<file path="src/rtl/uart_txq_pkg.sv">
package uart_txq_pkg;
  // strobes from control to datapath
  typedef struct packed {
    logic push;
    logic pop;
  } qStrobe_t;
endpackage

</file>
<file path="src/rtl/txq_ctrl.sv">
module txq_ctrl
  import uart_txq_pkg::*;
#(
  parameter int DEPTH = 24,
  parameter int CW    = $clog2(DEPTH + 1)
) (
  input  logic          clk,
  input  logic          rstN,
  input  logic          wrEn,
  input  logic          loadReq,
  input  logic          shiftDone,
  input  logic [CW-1:0] thresh,
  input  logic          irqEnReady,
  input  logic          irqEnThresh,
  output qStrobe_t      strobe,
  output logic [CW-1:0] count,
  output logic          txReady,
  output logic          txEmpty,
  output logic          threshHit,
  output logic          loadAck,
  output logic          irq
);
  localparam logic [CW-1:0] FULLV = CW'(DEPTH);

  logic [CW-1:0] countQ;
  logic          busyQ;
  logic          underrunQ;
  logic          isFull;
  logic          isEmpty;
  logic [CW-1:0] freeSlots;

  assign isFull  = (countQ == FULLV);
  assign isEmpty = (countQ == '0);

  always_comb begin
    strobe.push = wrEn & ~isFull;
    strobe.pop  = loadReq & ~isEmpty;
  end

  always_ff @(posedge clk) begin
    if (!rstN) begin
      countQ <= '0;
    end else begin
      case ({strobe.push, strobe.pop})
        2'b10:   countQ <= countQ + CW'(1);
        2'b01:   countQ <= countQ - CW'(1);
        default: countQ <= countQ;
      endcase
    end
  end

  // shift register occupancy as seen from the queue
  always_ff @(posedge clk) begin
    if (!rstN) begin
      busyQ <= 1'b0;
    end else if (strobe.pop) begin
      busyQ <= 1'b1;
    end else if (shiftDone) begin
      busyQ <= 1'b0;
    end
  end

  // underrun record: write wins over a simultaneous empty finish
  always_ff @(posedge clk) begin
    if (!rstN) begin
      underrunQ <= 1'b0;
    end else if (strobe.push) begin
      underrunQ <= 1'b0;
    end else if (shiftDone && isEmpty) begin
      underrunQ <= 1'b1;
    end
  end

  assign freeSlots = FULLV - countQ;
  assign threshHit = (freeSlots >= thresh);
  assign txReady   = ~isFull;
  assign txEmpty   = underrunQ & isEmpty & ~busyQ;
  assign loadAck   = strobe.pop;
  assign count     = countQ;
  assign irq       = (irqEnReady & txReady) | (irqEnThresh & threshHit);
endmodule

</file>
<file path="src/rtl/txq_data.sv">
module txq_data
  import uart_txq_pkg::*;
#(
  parameter int DEPTH = 24,
  parameter int WIDTH = 8,
  parameter int PW    = (DEPTH > 1) ? $clog2(DEPTH) : 1
) (
  input  logic             clk,
  input  logic             rstN,
  input  qStrobe_t         strobe,
  input  logic [WIDTH-1:0] wrData,
  output logic [WIDTH-1:0] headData
);
  localparam logic [PW-1:0] LASTP = PW'(DEPTH - 1);

  logic [WIDTH-1:0] mem [DEPTH];
  logic [PW-1:0]    wrPtr;
  logic [PW-1:0]    rdPtr;

  function automatic logic [PW-1:0] nextPtr(input logic [PW-1:0] p);
    return (p == LASTP) ? '0 : p + PW'(1);
  endfunction

  always_ff @(posedge clk) begin
    if (!rstN) begin
      wrPtr <= '0;
      rdPtr <= '0;
    end else begin
      if (strobe.push) wrPtr <= nextPtr(wrPtr);
      if (strobe.pop)  rdPtr <= nextPtr(rdPtr);
    end
  end

  always_ff @(posedge clk) begin
    if (strobe.push) mem[wrPtr] <= wrData;
  end

  assign headData = mem[rdPtr];
endmodule

</file>
<file path="src/rtl/uart_txq.sv">
module uart_txq
  import uart_txq_pkg::*;
#(
  parameter int DEPTH = 24,
  parameter int WIDTH = 8,
  parameter int CW    = $clog2(DEPTH + 1)
) (
  input  logic             clk,
  input  logic             rstN,
  input  logic             wrEn,
  input  logic [WIDTH-1:0] wrData,
  input  logic             loadReq,
  input  logic             shiftDone,
  input  logic [CW-1:0]    thresh,
  input  logic             irqEnReady,
  input  logic             irqEnThresh,
  output logic [WIDTH-1:0] txByte,
  output logic             loadAck,
  output logic             txReady,
  output logic             txEmpty,
  output logic             threshHit,
  output logic [CW-1:0]    count,
  output logic             irq
);
  qStrobe_t strobe;

  txq_ctrl #(.DEPTH(DEPTH), .CW(CW)) ctrlI (
    .clk(clk), .rstN(rstN), .wrEn(wrEn), .loadReq(loadReq),
    .shiftDone(shiftDone), .thresh(thresh), .irqEnReady(irqEnReady),
    .irqEnThresh(irqEnThresh), .strobe(strobe), .count(count),
    .txReady(txReady), .txEmpty(txEmpty), .threshHit(threshHit),
    .loadAck(loadAck), .irq(irq)
  );

  txq_data #(.DEPTH(DEPTH), .WIDTH(WIDTH)) dataI (
    .clk(clk), .rstN(rstN), .strobe(strobe), .wrData(wrData),
    .headData(txByte)
  );
endmodule

</file>
<file path="config.mk">
export PLATFORM = sky130hd
export DESIGN_NAME = uart_txq
export DESIGN_NICKNAME = d
export VERILOG_FILES = /design/src/rtl/uart_txq_pkg.sv /design/src/rtl/txq_ctrl.sv /design/src/rtl/txq_data.sv /design/src/rtl/uart_txq.sv
export SDC_FILE = /design/constraint.sdc
export NUM_CORES = 1
export LEC_CHECK = 0
export ABC_AREA = 1
export CORE_MARGIN = 3
export CORE_UTILIZATION = 40
export DETAILED_ROUTE_END_ITERATION = 16
export GPL_ROUTABILITY_DRIVEN = 0
export GPL_TIMING_DRIVEN = 0
export PLACE_DENSITY = 0.58
export SETUP_SLACK_MARGIN = 0.15
export SKIP_CTS_REPAIR_TIMING = 1
export SLEW_MARGIN = 20
export SYNTH_ARGS = -nofsm -noshare
export SYNTH_HDL_FRONTEND = slang
export SYNTH_SLANG_ARGS = --single-unit
</file>
<file path="constraint.sdc">
create_clock -name clk -period 3.7 [get_ports clk]
set_input_delay 0.555 -clock clk [delete_from_list [all_inputs] [get_ports clk]]
set_output_delay 0.555 -clock clk [all_outputs]
set_load 0.05 [all_outputs]
</file>
After elaboration in Yosys (flattened, before gate mapping)
Memories as Yosys holds them, arrays and structs flattened. A register that Yosys moved wholly into a read port is not among the register bits. Cells that the tools add are included. Widths: inputs -> output; s select.

$add $sub $neg: 5. Multipliers: 0. Div/mod/pow operators: 0. Order comparisons: 1. Eq/ne operators: 5. Shift-type cells: 0. Mux-type cells: 9. Bitwise gates (word level): 11. Reductions and logical operators: 5.

Operator list (count): $mux 5 (4); $add 5x1->5 const B (3); $eq 5x5->1 const B (3); $pmux 5 s2 (1); $and 1x1->1 (6); $ge 5x5->1 (1); $logic_not 5->1 (1); $sub 5x1->5 const B (1); $sub 5x5->5 const A (1); $mux 1 (4); $not 1->1 (4); $reduce_bool 2->1 (2); $eq 2x1->1 const B (1); $eq 2x2->1 const B (1); $reduce_or 2->1 (1); $logic_and 1x1->1 (1); $or 1x1->1 (1).

Register bits after elaboration: 17. Bits in latches: 0. Bits in writable memories: 192. Memory bits (read-only): 0. Bits of input ports: 20. Output and inout port bits: 18. Logic and storage cells: 42. Memories: 1.

Memories: dataI.mem (words 24, bits a word 8, rd ports 1, clocked after memory_dff 1, wr ports 1, line txq_data.sv:16) `logic [WIDTH-1:0] mem [DEPTH];`.

Logic depth before layout (Yosys ltp)
Depth after elaboration: 5. Depth in mapped cells: 15. Gate-level depth less buffers: 15.

By module
Synthesis repeated with hierarchy kept, for this count alone.

Cell total of the unflattened synthesis: 918. Area, all modules: 9450.3 sq um.

Modules (own cells, without submodules): txq_data (times used 1, cells each 817, area an instance 8780.9 sq um, sequential area each 6065.8 sq um); txq_ctrl (times used 1, cells each 101, area an instance 669.4 sq um, sequential area each 140.1 sq um).

Worst setup path after synthesis
Ideal clock, no wire load.

Path type: register to output. Start point: register ctrlI.countQ[0] (netlist: ctrlI.count[0]). End point: output irq. Arrival time: 3452 ps. Data required time: 3145 ps. Slack: -307 ps. Stages on the path, launching flop included: 12. Path buffers: 0. Path through: dfxtp_1 -> inv_1 -> ha_1 -> inv_1 -> nor2_2 -> nor2_1 -> xnor2_1 -> ha_1 -> nand3_1 -> o21ai_0 -> nand2_1 -> nand2_1.

Cells in the longest elaborated chain, start to end: 4. Elaborated cells on any way between the ends: 7. Classes of those cells: add/sub: 1; order compare: 1; eq/ne: 1; bitwise: 4.

RTL lines: start, declared (line txq_ctrl.sv:25) `logic [CW-1:0] countQ;`; start signal, assigned (line txq_ctrl.sv:45) `2'b10: countQ <= countQ + CW'(1);`; start signal, assigned (line txq_ctrl.sv:46) `2'b01: countQ <= countQ - CW'(1);`; start signal, assigned (line txq_ctrl.sv:47) `default: countQ <= countQ;`; $sub 5x5->5 (line txq_ctrl.sv:74) `assign freeSlots = FULLV - countQ;`; $ge 5x5->1 (line txq_ctrl.sv:75) `assign threshHit = (freeSlots >= thresh);`; via threshHit (line uart_txq.sv:21) `output logic threshHit,`; $and 1x1->1 (line txq_ctrl.sv:80) `assign irq = (irqEnReady & txReady) | (irqEnThresh & threshHit);`; $or 1x1->1 (line txq_ctrl.sv:80); end, declared (line uart_txq.sv:23) `output logic irq`.

The timed path passes the listed nets, and every way through them passes these cells.

==> qor.json <==
{
  "finClkSkew": {"value": 0.0251, "unit": "ns"},
  "synthToLayoutAreaGrowth": {"value": 16.2, "unit": "%"},
  "pwr_cell_area": {"value": 669, "unit": "nW/um^2"},
  "cts_max_level": {"value": 1},
  "yosysMostFrequentCell": {"value": "sky130_fd_sc_hd__nand2_1"},
  "n_fill_cell": {"value": 2215},
  "share_of_cells_above_drive_strength_1": {"value": 8.17, "unit": "%"},
  "core_area": {"value": 22800, "unit": "um^2"},
  "synth_area_leaders": {"value": "sky130_fd_sc_hd__edfxtp_1 61%, sky130_fd_sc_hd__nand2_1 8.5%, sky130_fd_sc_hd__nand3_1 6.0%, sky130_fd_sc_hd__inv_1 5.2%, sky130_fd_sc_hd__dfxtp_1 4.7%"},
  "fp.dieW": {"value": 159, "unit": "um"},
  "syn_inst_count": {"value": 910},
  "final-setup-viol-count": {"value": 0},
  "timing.critical_path.to": {"value": "txByte[6]"},
  "power.share.switching": {"value": 34.8, "unit": "%"},
  "grt_antenna_before_repair": {"value": 0},
  "grt.total_usage": {"value": 18.0, "unit": "%"},
  "global_route_wire_length_before_repair": {"value": 35400, "unit": "um"},
  "r2r_cells": {"value": 9},
  "synth.distinct_cells": {"value": 28},
  "grt_overflow_total": {"value": 0},
  "place_inst": {"value": 1260},
  "worst-path-stages": {"value": 9},
  "cp_slowest_stage_delay": {"value": 0.54, "unit": "ns"},
  "crit_path_cell_trace": {"value": "buf_2, buf_2, nand3_1, nand3_1, nand3_1, nand2_1, nand2_1, nand2_1, dlymetal6s2s_1"},
  "post_synth_instance_area": {"value": 9400, "unit": "um^2"},
  "critical_path.n_buffers_inverters": {"value": 3},
  "crit_reg_reg_startpoint": {"value": "ctrlI.count[0]"},
  "cp_max_fo": {"value": 10},
  "vias": {"value": 6299},
  "synth_area_leader_cell": {"value": "sky130_fd_sc_hd__edfxtp_1"},
  "power.clock.fraction": {"value": 31.3, "unit": "%"},
  "slowest_cell_on_crit_path": {"value": "sky130_fd_sc_hd__dfxtp_1"},
  "drtIter0Drc": {"value": 515},
  "net-switching-power": {"value": 2540, "unit": "uW"},
  "critical_path_required": {"value": 3.14, "unit": "ns"},
  "final_nets": {"value": 1009},
  "final_cell_count_without_fillers": {"value": 1304},
  "power_leakage": {"value": 0.00443, "unit": "uW"},
  "postSynth.topFlopCell": {"value": "sky130_fd_sc_hd__edfxtp_1"},
  "syn-num-nets": {"value": 946},
  "setup.worst_path.end_class": {"value": "primary output"},
  "syn_area_per_cell": {"value": 10.3, "unit": "um^2"},
  "grt_start_max_net_pins": {"value": 25},
  "netlist_top_cells_count": {"value": "213 x sky130_fd_sc_hd__nand2_1, 192 x sky130_fd_sc_hd__edfxtp_1, 130 x sky130_fd_sc_hd__inv_1"},
  "cts_tree": {"value": "done"},
  "max_slew_margin": {"value": 26.7, "unit": "%"},
  "final.period_utilization": {"value": 89.0, "unit": "%"},
  "remaining_drc_errors": {"value": 0},
  "worstSkewPairLatency": {"value": 0.53, "unit": "ns"},
  "drtPass1Iterations": {"value": 5},
  "status": {"value": "completed"},
  "drtAntennaViolNets": {"value": 0},
  "yosysWarnings": {"value": 0},
  "pin_count": {"value": 38},
  "report.final.slew_viol_count": {"value": 0},
  "clock-root-buffer": {"value": "sky130_fd_sc_hd__clkbuf_16"},
  "yosysTopAreaCellShare": {"value": 61.3, "unit": "%"},
  "start_util": {"value": 41.1, "unit": "%"},
  "finalCriticalPeriod": {"value": 3.29, "unit": "ns"},
  "hpwl": {"value": 15000, "unit": "um"},
  "crit_path_start_kind": {"value": "flip-flop"},
  "setup.worst_path.class": {"value": "reg2out"},
  "timing.critical_path.arrival": {"value": 2.74, "unit": "ns"},
  "die_y": {"value": 159, "unit": "um"},
  "report.power.total": {"value": 7310, "unit": "uW"},
  "first_global_vias": {"value": 6189},
  "postRouteWirelength": {"value": 22800, "unit": "um"},
  "unrepaired_setup_endpoints_after_global_routing": {"value": "true"},
  "reg_to_reg_setup_timing_slack": {"value": 1.11, "unit": "ns"},
  "cpLargestDelayFamily": {"value": "buffers and inverters"},
  "hold_path.class": {"value": "reg2reg"},
  "vias_per_cell": {"value": 4.83},
  "antenna-diode-count": {"value": 0},
  "vdd_drop_max": {"value": 0.000710, "unit": "V"},
  "number_of_enable_type_register_cells_in_the_synthesized_netlist": {"value": 192},
  "pwr-share-comb": {"value": 30.9, "unit": "%"},
  "design.die.area": {"value": 25400, "unit": "um^2"},
  "report.final.hold_viol_count": {"value": 0},
  "max-clock-path-buffers": {"value": 3},
  "synth-seq-cells": {"value": 214},
  "cts_made_buffers": {"value": 24},
  "p_int": {"value": 4770, "unit": "uW"},
  "worst_slew_pin_slew": {"value": 1.10, "unit": "ns"},
  "maxClockFrequency": {"value": 0.304, "unit": "GHz"},
  "numPortBuffers": {"value": 37},
  "rows": {"value": 55},
  "cts.sinks": {"value": 214},
  "max-cap-violations": {"value": 0},
  "ys_seq_area_share": {"value": 66.0, "unit": "%"},
  "async_reset_ff_share": {"value": 0, "unit": "%"},
  "timing.rr.end": {"value": "dataI.mem[12][0]"},
  "power.sequential.fraction": {"value": 37.8, "unit": "%"},
  "post_drt_wl_per_cell": {"value": 17.5, "unit": "um"},
  "fin_hold_ws": {"value": 0.472, "unit": "ns"},
  "clk_pin_slew_worst_paths": {"value": 0.06, "unit": "ns"}
}
## power groups by stage
stage / Sequential, uW / Clock, uW / Combinational (uW)
2_1_floorplan: 2880 / 0 / 1470
3_3_place_gp: 2820 / 0 / 2260
3_5_place_dp: 2820 / 0 / 2270
4_1_cts: 2770 / 2330 / 2290
5_1_grt: 2770 / 2420 / 2500
6_report: 2760 / 2290 / 2260
## per-layer routing
layer | vias up | track usage [%] | part of all wire [%]
li1 | 3139 | - | -
met1 | 2941 | 24.3 | 45
met2 | 168 | 30.2 | 47
met3 | 51 | 2.45 | 4.6
met4 | 0 | 5.89 | 3.3
met5 | - | 0 | 0
## how the worst min path moves through the flow
stage                                from              end  slack, ns  depth (start not counted)
after floorplan           ctrlI.underrunQ  ctrlI.underrunQ       0.43                          2
after global placement        ctrlI.busyQ      ctrlI.busyQ       0.45                          2
after detailed placement      ctrlI.busyQ      ctrlI.busyQ       0.46                          2
after CTS                     ctrlI.busyQ      ctrlI.busyQ       0.47                          2
after global routing      ctrlI.underrunQ  ctrlI.underrunQ       0.52                          2
final                     ctrlI.underrunQ  ctrlI.underrunQ       0.47                          2
## stage by stage
stage / TNS [ns] / utilization, % / instance area, um^2 / worst slack [ns]
after floorplan: 0 / - / 9400 / 0.374
after global placement: 0 / 44.5 / 10200 / 0.554
after detailed placement: 0 / 44.5 / 10200 / 0.563
after CTS: -0.0128 / 47.8 / 10900 / -0.0128
after global routing: 0 / 47.8 / 10900 / 0.143
final: 0 / 47.8 / 10900 / 0.408
## area by class of cell
cell class	count	area [um^2]	share of cell area (%)
inverters	134	503	4.60
multi-input cells	523	2460	22.5
well taps	313	392	3.58
clock inverters	14	135	1.24
plain buffers	39	238	2.18
repair buffers	37	365	3.34
clock buffers	30	623	5.70
flip-flops and latches	214	6210	56.8
## worst min-delay path, stage by stage (launching register included)
cell and delay, ns:
sky130_fd_sc_hd__dfxtp_1 0.29, sky130_fd_sc_hd__inv_1 0.07, sky130_fd_sc_hd__a21oi_1 0.06
## registers in the layout, indices dropped and copies added (netlist names), named ones only
name,cells
dataI.mem,192
ctrlI.underrunQ,1
dataI.wrPtr,5
dataI.rdPtr,5
ctrlI.count,5
ctrlI.busyQ,1
## cell usage in the layout, fill, tap and decap left out, types with 2 or more instances in the layout
cell type                         Yosys  final
sky130_fd_sc_hd__ha_1                15     15
sky130_fd_sc_hd__buf_2               16     22
sky130_fd_sc_hd__bufinv_16            0      2
sky130_fd_sc_hd__buf_4                7      7
sky130_fd_sc_hd__nand4_1              3      3
sky130_fd_sc_hd__inv_2                4      4
sky130_fd_sc_hd__clkbuf_1             9     15
sky130_fd_sc_hd__clkdlybuf4s50_1      0     21
sky130_fd_sc_hd__xnor2_1              2      2
sky130_fd_sc_hd__o211ai_1            17     17
sky130_fd_sc_hd__clkbuf_16            0     24
sky130_fd_sc_hd__clkinv_2             0      7
sky130_fd_sc_hd__a21oi_1             14     14
sky130_fd_sc_hd__xor2_1               4      4
sky130_fd_sc_hd__nor3_1               6      5
sky130_fd_sc_hd__nor2_1              86     86
sky130_fd_sc_hd__o21ai_1             16     16
sky130_fd_sc_hd__nand2_2              2      2
sky130_fd_sc_hd__inv_1              130    130
sky130_fd_sc_hd__nand2_1            213    213
sky130_fd_sc_hd__o21ai_0             27     26
sky130_fd_sc_hd__buf_6                6      6
sky130_fd_sc_hd__clkinv_1             0      2
sky130_fd_sc_hd__nand3_1            112    112
sky130_fd_sc_hd__dfxtp_1             22     22
sky130_fd_sc_hd__edfxtp_1           192    192
sky130_fd_sc_hd__dlymetal6s2s_1       0     10
## cell families (layout without fill, tap and decap cells)
logic type	after synthesis	in the layout	synth area share, %
AND/OR/NAND/NOR	426	426	18.9
flip-flops	214	214	66.0
buffers and inverters	173	254	7.88
AO/OA/AOI/OAI	75	75	4.47
adder cells (fa/ha/maj)	16	16	2.21
XOR/XNOR	6	6	0.559
Power figures use the tool's default switching activity.
